--- src/rtl/sar_adc_pkg.sv ---
package sar_adc_pkg;
   typedef enum logic [1:0] {
      ST_IDLE = 2'd0,
      ST_STEP = 2'd1,
      ST_XFER = 2'd2
   } sar_state_e;

   localparam logic [1:0] ADDR_MODE = 2'd0;
   localparam logic [1:0] ADDR_SEL  = 2'd1;
   localparam logic [1:0] ADDR_THR  = 2'd2;

   localparam int MODE_START_BIT = 0;
   localparam int MODE_PF_GE_BIT = 1;
endpackage

--- src/rtl/sar_step_engine.sv ---
module sar_step_engine
   import sar_adc_pkg::*;
#(
   parameter int RES_W = 10
) (
   input  logic             clk,
   input  logic             rst_n,
   input  logic             start_req,
   input  logic             abort_req,
   input  logic             cmp_in,
   output logic             busy,
   output logic             xfer_en,
   output logic [RES_W-1:0] sar_q,
   output logic [RES_W-1:0] dac_code
);
   localparam int IDX_W = (RES_W > 1) ? $clog2(RES_W) : 1;

   sar_state_e       st_q;
   logic [IDX_W-1:0] idx_q;
   logic [RES_W-1:0] trial_bit;

   assign trial_bit = RES_W'(1) << idx_q;

   always_ff @(posedge clk or negedge rst_n) begin
      if (!rst_n) begin
         st_q  <= ST_IDLE;
         idx_q <= '0;
         sar_q <= '0;
      end else if (abort_req) begin
         st_q  <= ST_IDLE;
         sar_q <= '0;
      end else begin
         unique case (st_q)
            ST_IDLE: begin
               if (start_req) begin
                  st_q  <= ST_STEP;
                  idx_q <= IDX_W'(RES_W - 1);
                  sar_q <= '0;
               end
            end
            ST_STEP: begin
               sar_q[idx_q] <= cmp_in;
               if (idx_q == '0) st_q <= ST_XFER;
               else             idx_q <= idx_q - 1'b1;
            end
            ST_XFER: st_q <= ST_IDLE;
            default: st_q <= ST_IDLE;
         endcase
      end
   end

   assign busy     = (st_q != ST_IDLE);
   assign xfer_en  = (st_q == ST_XFER) && !abort_req;
   assign dac_code = (st_q == ST_STEP) ? (sar_q | trial_bit) : '0;
endmodule

--- src/rtl/sar_result_bank.sv ---
module sar_result_bank #(
   parameter int N_CH   = 12,
   parameter int CH_W   = 4,
   parameter int RES_W  = 10,
   parameter int WORD_W = 16
) (
   input  logic              clk,
   input  logic              rst_n,
   input  logic              wr_en,
   input  logic [CH_W-1:0]   wr_ch,
   input  logic [RES_W-1:0]  wr_res,
   input  logic [CH_W-1:0]   rd_ch,
   output logic [WORD_W-1:0] rd_word
);
   localparam int PAD_W = WORD_W - RES_W;

   logic [RES_W-1:0] res_q [N_CH];

   for (genvar c = 0; c < N_CH; c++) begin : g_ch
      always_ff @(posedge clk or negedge rst_n) begin
         if (!rst_n)                              res_q[c] <= '0;
         else if (wr_en && (wr_ch == CH_W'(c)))   res_q[c] <= wr_res;
      end
   end

   always_comb begin
      rd_word = '0;
      for (int c = 0; c < N_CH; c++) begin
         if (rd_ch == CH_W'(c)) begin
            if (PAD_W > 0) rd_word = {res_q[c], {PAD_W{1'b0}}};
            else           rd_word = WORD_W'(res_q[c]);
         end
      end
   end
endmodule

--- src/rtl/sar_pf_flag.sv ---
module sar_pf_flag #(
   parameter int BYTE_W = 8
) (
   input  logic              clk,
   input  logic              rst_n,
   input  logic              upd,
   input  logic              mode_ge,
   input  logic [BYTE_W-1:0] hi_byte,
   input  logic [BYTE_W-1:0] thr,
   output logic              pfail
);
   logic below;
   assign below = (hi_byte < thr);

   always_ff @(posedge clk or negedge rst_n) begin
      if (!rst_n)   pfail <= 1'b0;
      else if (upd) pfail <= mode_ge ? !below : below;
   end
endmodule

--- src/rtl/sar_adc_ctrl.sv ---
module sar_adc_ctrl
   import sar_adc_pkg::*;
#(
   parameter int RES_W  = 10,
   parameter int N_CH   = 12,
   parameter int CH_W   = 4,
   parameter int WORD_W = 16,
   parameter int BYTE_W = 8
) (
   input  logic              clk,
   input  logic              rst_n,
   input  logic              cfg_wr_en,
   input  logic [1:0]        cfg_addr,
   input  logic [7:0]        cfg_wdata,
   input  logic              cmp_in,
   input  logic [CH_W-1:0]   rd_chan,
   output logic [RES_W-1:0]  dac_code,
   output logic              busy,
   output logic              eoc,
   output logic              pfail,
   output logic [WORD_W-1:0] rd_word,
   output logic [BYTE_W-1:0] rd_hibyte,
   output logic [BYTE_W-1:0] thr_rdata
);
   if (RES_W > WORD_W || BYTE_W > RES_W || BYTE_W > 8 || CH_W > 8 || N_CH > (1 << CH_W)) begin : g_bad_cfg
      $error("sar_adc_ctrl: inconsistent width parameters");
   end

   logic [CH_W-1:0]   sel_q;
   logic [BYTE_W-1:0] thr_q;
   logic              pf_ge_q;
   logic              wr_mode, wr_sel, wr_thr;
   logic              start_req, abort_req, xfer_en;
   logic [RES_W-1:0]  sar_q;

   assign wr_mode   = cfg_wr_en && (cfg_addr == ADDR_MODE);
   assign wr_sel    = cfg_wr_en && (cfg_addr == ADDR_SEL);
   assign wr_thr    = cfg_wr_en && (cfg_addr == ADDR_THR);
   assign abort_req = busy && (wr_mode || wr_sel);
   assign start_req = !busy && wr_mode && cfg_wdata[MODE_START_BIT] && (sel_q < CH_W'(N_CH));

   always_ff @(posedge clk or negedge rst_n) begin
      if (!rst_n) begin
         sel_q   <= '0;
         thr_q   <= '0;
         pf_ge_q <= 1'b0;
         eoc     <= 1'b0;
      end else begin
         if (wr_sel)  sel_q   <= cfg_wdata[CH_W-1:0];
         if (wr_thr)  thr_q   <= cfg_wdata[BYTE_W-1:0];
         if (wr_mode) pf_ge_q <= cfg_wdata[MODE_PF_GE_BIT];
         eoc <= xfer_en;
      end
   end

   sar_step_engine #(.RES_W(RES_W)) u_engine (
      .clk       (clk),
      .rst_n     (rst_n),
      .start_req (start_req),
      .abort_req (abort_req),
      .cmp_in    (cmp_in),
      .busy      (busy),
      .xfer_en   (xfer_en),
      .sar_q     (sar_q),
      .dac_code  (dac_code)
   );

   sar_result_bank #(
      .N_CH(N_CH), .CH_W(CH_W), .RES_W(RES_W), .WORD_W(WORD_W)
   ) u_bank (
      .clk     (clk),
      .rst_n   (rst_n),
      .wr_en   (xfer_en),
      .wr_ch   (sel_q),
      .wr_res  (sar_q),
      .rd_ch   (rd_chan),
      .rd_word (rd_word)
   );

   sar_pf_flag #(.BYTE_W(BYTE_W)) u_pf (
      .clk     (clk),
      .rst_n   (rst_n),
      .upd     (xfer_en),
      .mode_ge (pf_ge_q),
      .hi_byte (sar_q[RES_W-1 -: BYTE_W]),
      .thr     (thr_q),
      .pfail   (pfail)
   );

   assign rd_hibyte = rd_word[WORD_W-1 -: BYTE_W];
   assign thr_rdata = thr_q;
endmodule

--- config.mk ---
export PLATFORM = sky130hd
export DESIGN_NAME = sar_adc_ctrl
export DESIGN_NICKNAME = d
export VERILOG_FILES = /design/src/rtl/sar_adc_pkg.sv /design/src/rtl/sar_step_engine.sv /design/src/rtl/sar_result_bank.sv /design/src/rtl/sar_pf_flag.sv /design/src/rtl/sar_adc_ctrl.sv
export SDC_FILE = /design/constraint.sdc
export NUM_CORES = 1
export LEC_CHECK = 0
export BUFFER_PORTS_ARGS = -buffer_cell sky130_fd_sc_hd__buf_2
export CAP_MARGIN = 40
export CORE_UTILIZATION = 25
export DETAILED_ROUTE_END_ITERATION = 10
export GPL_TIMING_DRIVEN = 1
export HOLD_SLACK_MARGIN = 0.05
export PLACE_DENSITY_LB_ADDON = 0.2
export SLEW_MARGIN = 20
export SYNTH_ARGS = -nofsm -noshare
export SYNTH_HDL_FRONTEND = slang
export SYNTH_SLANG_ARGS = --single-unit
--- constraint.sdc ---
create_clock -name clk -period 1.79 [get_ports clk]
set_input_delay 0 -clock clk [delete_from_list [all_inputs] [get_ports clk]]
set_output_delay 0 -clock clk [all_outputs]
set_load 0.02 [all_outputs]
==> flow_summary.ini, run 1 <==
[run_status]
status = finished, violations left
violations = setup timing

[timing]
post-route-period-util_pct = 107
max_freq_mhz = 524
setup_tns_ns = -0.523
period_needed_ns = 1.91
whs_ns = 0.0710
setup_slack_ns = -0.119
finalClockSkew_ns = 0.0164
max_slew_margin_pct = 65.9
tightest_slew_ns = 0.511
hold_viol = 0
setup_viol = 7
rsz0062_at_grt = yes
drv_slew = 0

[detailed_routing]
wl_mm = 21.7
drt_iter0_drc = 289
firstDrtPassIters = 5
drt_drc_violations_left = 0
antenna_left = 0
vias = 5453
wl_per_cell_um = 19.2
vias_per_cell = 4.82

[clock_network]
htreeDepth = 4
clk_pin_slew_worst_paths_ns = 0.07
cts.path.max_buffers = 2
tritoncts = yes
clock-sinks = 151
cts_buffers = 17
root_buffer = clkbuf_16
insertion_delay_ns = 0.42

[critical_path]
crit_type = reg2out
arrival_ns = 1.91
critPathMaxFanout = 2
critPathCaptureType = primary output
crit_required_ns = 1.79
critPathLaunchType = flip-flop

[final_layout]
layout-drive-gt1-share_pct = 45.7
diodes = 0
fin_area_mm2 = 0.00968
layout.nets = 758
final_common_cell = dfrtp_1
mostFrequentLayoutCells = dfrtp_1 (151), mux2_2 (125), buf_4 (59)
area.growth.synth_to_final_pct = 27.4

[synthesis]
synth-seq-cells = 151
yosysUniqueCellTypes = 58
ys.flop_type = dfrtp_1
syn_inst = 624
yosysWarnings = 0
synth.avg_cell_area_um2 = 12.2
synth-seq-area-share_pct = 49.7
synth_edf_count = 0
synth_area_mm2 = 0.00760
ys_async_sr_fraction_pct = 100

[floorplan]
rows = 63
core_area_mm2 = 0.0298
die_width_um = 176
die_y_um = 176
initial_core_util_pct = 25.5
num_io_pins = 63
die_area_mm2 = 0.0311

[placement]
dpl.hpwl_mm = 15.2
routabilityCongestion = 0.823
place_area_mm2 = 0.00875
io_buffers = 56
dpl_worst_slack_ns = 0.0826

[min_path]
hold_path_class = in2reg

[grt]
grt_pass1_vias = 5746
grt_overflow = 0
antenna_found_initial = 0
grt_usage_pct = 14.7
grt_max_degree = 49
grt_first_pass_wirelength_mm = 34.4

[power_and_ir_drop]
ir_worst_vdd_v = 0.000729
p_leak_nw = 4.68
power_density_mw_per_mm2 = 977
power_mw = 9.46

[job]
cap_violations = 0
==> kinds of logic (layout without fill, tap and decap cells) <==
kind of cell | Yosys count | after routing | synth area share (%)
AO/OA/AOI/OAI | 90 | 90 | 7.71
buffers and inverters | 68 | 180 | 4.35
flip-flops | 151 | 151 | 49.7
adder cells (fa/ha/maj) | 12 | 12 | 1.98
multiplexers | 176 | 176 | 27.3
XOR/XNOR | 1 | 1 | 0.115
other | 1 | 6 | 0.0494
AND/OR/NAND/NOR | 125 | 125 | 8.81
==> where the power goes <==
group	total, mW	internal, mW	switching [mW]
clock	3.64	2.17	1.47
combinational	1.95	0.809	1.14
sequential	3.87	3.61	0.261
==> metal layers <==
layer  wire, um  track usage [%]
met1      10400             20.6
met2      10300             23.3
met3        649             2.28
met4        368             4.56
met5          0                0
==> critical path: stages (launching register included) <==
cell and delay (ns):
dfrtp_1 0.38, mux4_2 0.47, mux2i_1 0.19, nor2_1 0.05
a21oi_1 0.11, a21oi_1 0.10, buf_2 0.19
==> cell usage after synthesis (all sizes together), types with 3 or more instances <==
cell    number  area (um2)
a31oi        4        25.0
inv         17        63.8
nand3        8        40.0
a32oi        3        26.3
nand3b       6        61.3
o21ai       15        75.1
nand4        9        56.3
mux2       138        1590
nor2        40         165
mux2i       30         300
nand2b      14        87.6
a211oi       7        52.6
a21oi       25         125
mux4         8         180
dfrtp      151        3780
nand2       21        78.8
nor3         6        35.0
o22ai       10        62.6
clkbuf      25        93.8
buf         26         173
nor2b        9        56.3
ha          12         150
o31ai        3        22.5
==> final cells by class <==
type / instances / area (um2)
Clock buffer: 22 / 474
Clock inverter: 10 / 119
Fill cell: 2998 / 20100
Inverter: 17 / 63.8
Multi-Input combinational cell: 410 / 3690
Sequential cell: 151 / 3780
Tap cell: 390 / 488
Timing Repair Buffer: 131 / 1070
==> flip-flops by register name, summed over array words and instances (netlist names) <==
signal and flops:
u_engine.sar_q 10, u_pf.pfail 1, u_engine.idx_q 4, thr_rdata 8, pf_ge_q 1, eoc 1, u_engine.st_q 2, sel_q 4
u_bank.res_q 120
==> path summary, 6_finish.rpt <==
path | slack [ns] | depth (start not counted) | to | startpoint
max in group asynchronous | 1.03 | 3 | u_bank.res_q[44] | rst_n
min in group asynchronous | 0.10 | 2 | sel_q[2] | rst_n
worst min register to register | 0.50 | 1 | u_bank.res_q[21] | u_bank.res_q[21]
worst min-delay path | 0.07 | 3 | sel_q[0] | cfg_wr_en
worst max-delay path | -0.12 | 6 | rd_word[15] | u_bank.res_q[49]
worst max register to register | 0.09 | 7 | u_engine.sar_q[0] | u_engine.idx_q[1]
==> repair_timing <==
action / CTS / global route
setup buffers: 3 / 1
resized for setup: 21 / 31
setup endpoints to repair: 18 / 27
hold endpoints to repair: 175 / 0
hold buffers: 11 / 0
pin swaps: 3 / 8
cloned: 0 / 0
==> metrics by stage <==
step	std cells	util (%)
floorplan	629	-
global placement	1084	29.4
detailed placement	1084	29.4
CTS	1130	32.0
global route	1131	32.5
finish	1131	32.5
No activity file was read; power rests on OpenSTA's default activity.
==> inputs of run 2 (changes only) <==
Settings changed: BUFFER_PORTS_ARGS -buffer_cell sky130_fd_sc_hd__buf_2 to -buffer_cell sky130_fd_sc_hd__buf_4.
==> flow_summary.ini, run 2 (same netlist as run 1, synthesis figures left out) <==
[floorplan]
rows = 63
die_y_um = 176
num_io_pins = 63
die_width_um = 176
core_area_mm2 = 0.0298
initial_core_util_pct = 25.5
die_area_mm2 = 0.0311

[grt]
grt_usage_pct = 14.4
grt_first_pass_wirelength_mm = 33.3
grt_pass1_vias = 5593
antenna_found_initial = 0
grt_overflow = 0
grt_max_degree = 49

[final_layout]
final_common_cell = dfrtp_1
regMostFlops = u_bank.res_q
layout-drive-gt1-share_pct = 44.7
layout.nets = 748
area.growth.synth_to_final_pct = 26.3
diodes = 0
mostFrequentLayoutCells = dfrtp_1 (151), mux2_2 (127), buf_4 (98)
utilization_pct = 32.2
largest_reg_flops = 120

[critical_path]
cp_cell_sequence = mux4_2 -> mux2i_1 -> nor2_1 -> a21oi_2 -> a21oi_2 -> buf_4
critPathLaunchType = flip-flop
arrival_ns = 1.87
critPathCaptureType = primary output
cp_slowest_stage_delay_ns = 0.48
slowest_stage = mux4_2
crit_type = reg2out
timing.rr.end = u_bank.res_q[32]
critPathBufInv = 1
crit_family = multiplexers
r2r-start = u_engine.st_q[0]
cpMostUsedCell = a21oi_2
crit_required_ns = 1.79
crit_cells = 6
regToRegSetupSlack_ns = 0.09
critPathMaxFanout = 2
rr_worst_depth = 6

[clock_network]
clk_pin_slew_worst_paths_ns = 0.06
cts_buffers = 17
root_buffer = clkbuf_16
clock-sinks = 151
insertion_delay_ns = 0.43
cts.path.max_buffers = 2
htreeDepth = 4
tritoncts = yes

[timing]
setup_viol = 9
rsz0062_at_grt = yes
max_slew_margin_pct = 57.4
max_freq_mhz = 535
finalClockSkew_ns = 0.00815
post-route-period-util_pct = 104
hold_viol = 0
setup_slack_ns = -0.0782
drv_slew = 0
period_needed_ns = 1.87
tightest_slew_ns = 0.636

[power_and_ir_drop]
ir_worst_vdd_v = 0.000638
power_mw = 9.17
power_density_mw_per_mm2 = 955
p_leak_nw = 4.62

[placement]
io_buffers = 56
dpl.hpwl_mm = 15.1
routabilityCongestion = 0.832

[detailed_routing]
wl_mm = 21.4
vias_per_cell = 4.76
vias = 5336
firstDrtPassIters = 5
drt_drc_violations_left = 0
wl_per_cell_um = 19.1
drt_iter0_drc = 294
antenna_left = 0

[run_status]
violations = setup timing
status = finished, violations left

[job]
cap_violations = 0

[min_path]
hold_path_class = in2async
run 2: changes by cell type in the layout (fill, tap and decap cells not counted), sizes merged:
cell / delta
buf: -9
bufinv: -1
clkbuf: -1
clkinv: +3
clkinvlp: -1
dlygate4sd3: -1
inv: -1
run 2: layout make-up:
cell class	instances	area [um2]
Fill cell	2976	20200
Sequential cell	151	3780
Multi-Input combinational cell	410	3660
Timing Repair Buffer	121	1070
Tap cell	390	488
Clock buffer	21	460
Clock inverter	10	80.1
Inverter	17	63.8
run 2: worst max-delay path by stage:
stage | slack (ns) | startpoint | endpoint
after detailed placement | 0.01 | u_engine.st_q[0] | u_bank.res_q[84]
final | -0.08 | u_bank.res_q[119] | rd_word[15]
after global routing | -0.17 | u_bank.res_q[119] | rd_word[15]
after floorplan | 0.05 | rd_chan[2] | rd_word[10]
after CTS | -0.14 | u_bank.res_q[119] | rd_word[15]
after global placement | 0.04 | u_engine.st_q[0] | u_bank.res_q[76]
run 2: routing by layer:
metal | global-route usage [%] | share of wire [%]
met2 | 23.0 | 48
met5 | 0 | 0
met1 | 19.7 | 49
met3 | 2.54 | 2.6
met4 | 4.35 | 1.1
run 2: worst reg2reg max path, delay by kind of cell (launching register included):
kind / cells / cell delay [ns]
flops: 1 / 0.38
simple gates: 3 / 0.64
buf+inv: 2 / 0.26
mux: 1 / 0.31
run 2: per-stage QoR:
| stage | setup slack (ns) | TNS [ns] | hold slack [ns] | cells | instance area, um2 |
|---|---|---|---|---|---|
| finish | -0.0782 | -0.376 | 0.0840 | 1120 | 9600 |
| global route | -0.168 | -1.36 | 0.0974 | 1120 | 9600 |
| CTS | -0.139 | -0.666 | 0.0808 | 1117 | 9520 |
| detailed placement | 0.0135 | 0 | -0.0217 | 1075 | 8780 |
| global placement | 0.0354 | 0 | -0.0232 | 1075 | 8780 |
| floorplan | 0.0456 | 0 | -0.296 | 629 | 7630 |
run 2: repair_timing:
action | CTS | global route
endpoints found under the hold margin | 176 | 0
pin swaps | 4 | 3
setup buffers | 1 | 3
endpoints found under the setup margin | 26 | 36
resized for setup | 23 | 14
hold buffers | 10 | 0
run 2: power by group:
| part | internal, mW | leakage [nW] | switching, mW | total, mW |
|---|---|---|---|---|
| Combinational | 0.810 | 2.28 | 1.10 | 1.91 |
| Clock | 1.96 | 0.268 | 1.43 | 3.39 |
| Sequential | 3.61 | 2.07 | 0.266 | 3.87 |
